### src/rtl/ppt_port.sv
module ppt_port #(
  parameter int          DW             = 8,
  parameter bit          IRQ_ACTIVE_LOW = 1'b0,
  parameter logic [DW-1:0] OUT_PAT      = 8'hAA,
  parameter logic [DW-1:0] IN_PAT       = 8'h55
) (
  input  logic          clk,
  input  logic          rst_n,
  input  logic [1:0]    addr,
  input  logic          rd_n,
  input  logic          wr_n,
  input  logic [DW-1:0] wdata,
  output logic [DW-1:0] rdata,
  output logic          rd_active,
  input  logic [DW-1:0] pd_i,
  output logic [DW-1:0] pd_o,
  output logic          pd_oe,
  output logic [3:0]    ctl_o,
  input  logic          st_busy,
  input  logic          st_ack_n,
  input  logic          st_paper,
  input  logic          st_sel,
  input  logic          st_fault_n,
  output logic          irq_o
);
  logic          wr_q, rd_q, ack_q;
  logic          dir_in, irq_en, pend;
  logic [3:0]    ctl;
  logic [DW-1:0] dlat;

  wire wr_go    = wr_q & ~wr_n;
  wire rd_end   = ~rd_q & rd_n;
  wire ack_fall = ack_q & ~st_ack_n;

  always_ff @(posedge clk or negedge rst_n) begin
    if (!rst_n) begin
      wr_q   <= 1'b1;
      rd_q   <= 1'b1;
      ack_q  <= 1'b1;
      dir_in <= 1'b1;
      irq_en <= 1'b0;
      pend   <= 1'b0;
      ctl    <= '0;
      dlat   <= '0;
    end else begin
      wr_q  <= wr_n;
      rd_q  <= rd_n;
      ack_q <= st_ack_n;
      if (wr_go) begin
        case (addr)
          2'd0: dlat <= wdata;
          2'd2: begin
            ctl    <= wdata[3:0];
            irq_en <= wdata[4];
            dir_in <= wdata[5];
          end
          2'd3: begin
            if (wdata == OUT_PAT)     dir_in <= 1'b0;
            else if (wdata == IN_PAT) dir_in <= 1'b1;
          end
          default: ;
        endcase
      end
      if (irq_en && ack_fall)          pend <= 1'b1;
      else if (rd_end && addr == 2'd1) pend <= 1'b0;
    end
  end

  always_comb begin
    rdata = '0;
    case (addr)
      2'd0: rdata = dir_in ? pd_i : dlat;
      2'd1: rdata[7:0] = {st_busy, st_ack_n, st_paper, st_sel, st_fault_n, pend, 2'b00};
      2'd2: rdata[7:0] = {2'b00, dir_in, irq_en, ctl};
      default: rdata[0] = dir_in;
    endcase
  end

  assign rd_active = ~rd_n;
  assign pd_o      = dlat;
  assign pd_oe     = ~dir_in;
  assign ctl_o     = ctl;
  assign irq_o     = pend ^ IRQ_ACTIVE_LOW;
endmodule


### config.mk
export PLATFORM = sky130hd
export DESIGN_NAME = ppt_port
export DESIGN_NICKNAME = d
export VERILOG_FILES = /design/src/rtl/ppt_port.sv
export SDC_FILE = /design/constraint.sdc
export NUM_CORES = 1
export LEC_CHECK = 0
export BUFFER_PORTS_ARGS = -buffer_cell sky130_fd_sc_hd__buf_2
export CORE_MARGIN = 5
export CORE_UTILIZATION = 44
export DETAILED_ROUTE_END_ITERATION = 7
export PLACE_DENSITY_LB_ADDON = 0.12
export SYNTH_ARGS = -nofsm -noshare
export SYNTH_HDL_FRONTEND = slang
export SYNTH_SLANG_ARGS = --single-unit
export TNS_END_PERCENT = 50
### constraint.sdc
create_clock -name clk -period 1.95 [get_ports clk]
set_input_delay 0.0975 -clock clk [delete_from_list [all_inputs] [get_ports clk]]
set_output_delay 0.0975 -clock clk [all_outputs]
set_load 0.01 [all_outputs]
==> flow_summary.ini <==
[floorplan]
std_cell_rows = 17
die_w_um = 57.5
floorplan.io_pins = 50
chipHeight_um = 57.5
initial_utilization_pct = 45.3
core_mm2 = 0.00219
floorplan.die_area_mm2 = 0.00331

[clocking]
tritoncts_clock_tree = yes
clock_insertion_delay_worst_skew_ns = 0.30
post_cts_buffers = 0
cts_made_buffers = 3
clk_path_buf_depth = 2
htree_num_levels = 1
cts_sinks = 18
clkTransAtPathRegs_ns = 0.09
cts_root_buf = sky130_fd_sc_hd__clkbuf_4

[yosys]
post_synth_inst_count = 86
synth_cell_types = 25
synth.ff_latch_count = 18
post_synth_instance_area_um2 = 993
syn-num-nets = 113
yosys_warning_total = 0
synth_seq_area_share_pct = 45.8
syn_area_per_cell_um2 = 11.6

[grt]
globalRouteTotalUtil_pct = 17.1
grt_antenna_before_repair = 0
grt.overflow.total = 0
via_count_of_the_first_global_routing_pass = 945
grt_pass1_wl_mm = 4.37
grt_start_max_net_pins = 19

[finish]
num_antenna_cells = 0
share_of_final_layout_standard_cells_stronger_than_drive_strength_1_pct = 53.2
mostFrequentLayoutCell = sky130_fd_sc_hd__buf_2
layout_common_cells = sky130_fd_sc_hd__buf_2 (49), sky130_fd_sc_hd__mux2_2 (17), sky130_fd_sc_hd__dfrtp_1 (14)
number_of_filler_instances_in_the_final_layout = 193
area_delta_synth_final_pct = 32.7
finish.net_count = 167

[drt]
detail_route.drc_violations = 0
drtAntennaViolNets = 0
drt-vias-per-instance = 5.12
wl_met2_mm = 1.29
drt_iter0_drc = 27
iteration_count_of_the_initial_detailed_routing_pass = 4
wl_per_cell_um = 15.7
total_length_of_routed_wires_mm = 2.62
met1Wirelength_mm = 1.12
total_number_of_vias = 855
wl_met3_um = 151
top_signal_layer_used = met4

[worst_setup_path]
reg2reg_to = pd_o[0]$_DFFE_PN0P_
timing_worst_setup_path_type = reg -> out
worstPathCellList = mux2_2, mux2i_1, o21ai_0, buf_2
cpMaxStageDelayCell = sky130_fd_sc_hd__dfstp_4
worstSetupEndpointType = output pin
worst_ep_required_time_ns = 1.85
maximum_cell_stage_delay_along_the_critical_path_ns = 0.72
cp_num_buf_inv = 1
worstReg2RegStart = wr_q$_DFF_PN1_
critical_path_arrival_ns = 1.72
worstRegToRegCells = 2
timing.critical_path.max_delay_family = flip-flops
path_max_fanout = 12
timing.critical_path.from = dir_in$_DFFE_PN1P_
cp-start-kind = flop
r2r_slack_ns = 0.37

[run_status]
result_of_the_run = finished clean

[sta]
report.final.slew_viol_count = 0
unrepaired_setup_endpoints_after_global_routing = false
slew_headroom_pct = 57.5
clock_skew_ns = 0.00696
final_period_minus_worst_setup_slack_ns = 1.82
finalCritPeriodShare_pct = 93.4
final_hold_viol_count = 0
worst_slew_pin_slew_ns = 0.635
setup-violations-final = 0
totalNegativeSetupSlack_ns = 0
post-route-worst-setup-slack_ns = 0.128
max_freq_ghz = 0.549

[pwr]
ir_worst_vdd_mv = 0.529
power_leakage_nw = 0.630
power-per-cell-area_mw_per_mm2 = 827
fin_total_pwr_mw = 1.09

[min_path]
worst_hold_path.num_cells = 2
hold_path_class = in -> reg
hold_end = pd_o[6]$_DFFE_PN0P_
min-delay-start = wdata[6]

[flow_run]
max_cap_viol_count = 0

[placement]
place.port_buffers = 49
dp_slack_ns = 0.364
place_congestion = 0.766
detailed_place_hpwl_mm = 1.97
==> state kept, by name, summed over array words and instances (netlist names) <==
register and count:
rd_q 1, pd_o 8, wr_q 1, dir_in 1, ctl_o 4, irq_en 1, ack_q 1, irq_o 1
==> power breakdown <==
part	internal [mW]	switching, mW
clock network	0.0797	0.115
registers	0.456	0.0682
logic	0.198	0.174
total	0.734	0.357
==> worst max-delay path by stage <==
stage | end | slack, ns | cells after the start
after floorplan | pd_o[0]$_DFFE_PN0P_ | 0.55 | 2
after global placement | pd_o[7]$_DFFE_PN0P_ | 0.38 | 2
after detailed placement | pd_o[1]$_DFFE_PN0P_ | 0.36 | 2
after CTS | rdata[3] | 0.11 | 4
after global routing | rdata[3] | 0.02 | 4
final | rdata[2] | 0.13 | 4
==> per-stage QoR <==
stage,hold WS (ns),area [um^2],instances,util (%)
3_3_place_gp,0.0552,1250,159,57.0
2_1_floorplan,-0.198,993,86,-
5_1_grt,0.0417,1320,167,60.2
3_5_place_dp,0.0530,1250,159,57.0
4_1_cts,0.0515,1320,167,60.0
6_report,0.0619,1320,167,60.2
==> cell families after synthesis <==
| kind of cell | Yosys count | synth area share (%) |
|---|---|---|
| and+or+nand+nor | 23 | 15.6 |
| muxes | 22 | 24.3 |
| DFF | 18 | 45.8 |
| AOI/OAI and AO/OA | 15 | 10.2 |
| buffers and inverters | 8 | 4.03 |
==> layout make-up <==
cell class / count / area, um^2 / share of cell area, %
Clock buffer: 4 / 26.3 / 1.99
Tap cell: 28 / 35.0 / 2.66
Timing Repair Buffer: 53 / 285 / 21.6
Inverter: 4 / 15.0 / 1.14
Sequential cell: 18 / 459 / 34.8
Multi-Input combinational cell: 60 / 498 / 37.8
==> routing by layer <==
metal | track usage (%) | vias up
met1 | 20.8 | 401
li1 | - | 423
met4 | 7.95 | 0
met2 | 28.7 | 26
met5 | 0 | -
met3 | 3.62 | 5
==> cells in the mapped netlist (all sizes together) <==
cell,n,area [um^2]
buf,3,21.3
o21ai,6,30.0
clkbuf,1,3.75
nor2,5,18.8
nor4,1,6.26
nand2,6,22.5
a22oi,1,7.51
inv,4,15.0
nand3b,2,15.0
dfstp,4,105
a32o,1,10.0
nor4bb,2,20.0
nor3b,1,7.51
or4bb,2,22.5
a21boi,1,7.51
a211oi,3,22.5
nor2b,3,18.8
o22ai,1,6.26
mux2,17,191
a2111oi,1,8.76
mux2i,5,50.1
o31a,1,8.76
dfrtp,14,350
nor4b,1,23.8
==> worst reg2reg max path, stage by stage (launching register included) <==
cell                      delay (ns)
sky130_fd_sc_hd__dfstp_2        0.54
sky130_fd_sc_hd__nor4b_4        0.53
sky130_fd_sc_hd__mux2_2         0.40
==> what timing repair did <==
item                       in CTS  in global routing
setup endpoints to repair       0                  1
hold endpoints to repair       17                  0
resized for setup               0                  1
hold buffers                    4                  0
Power figures use the tool's default switching activity.
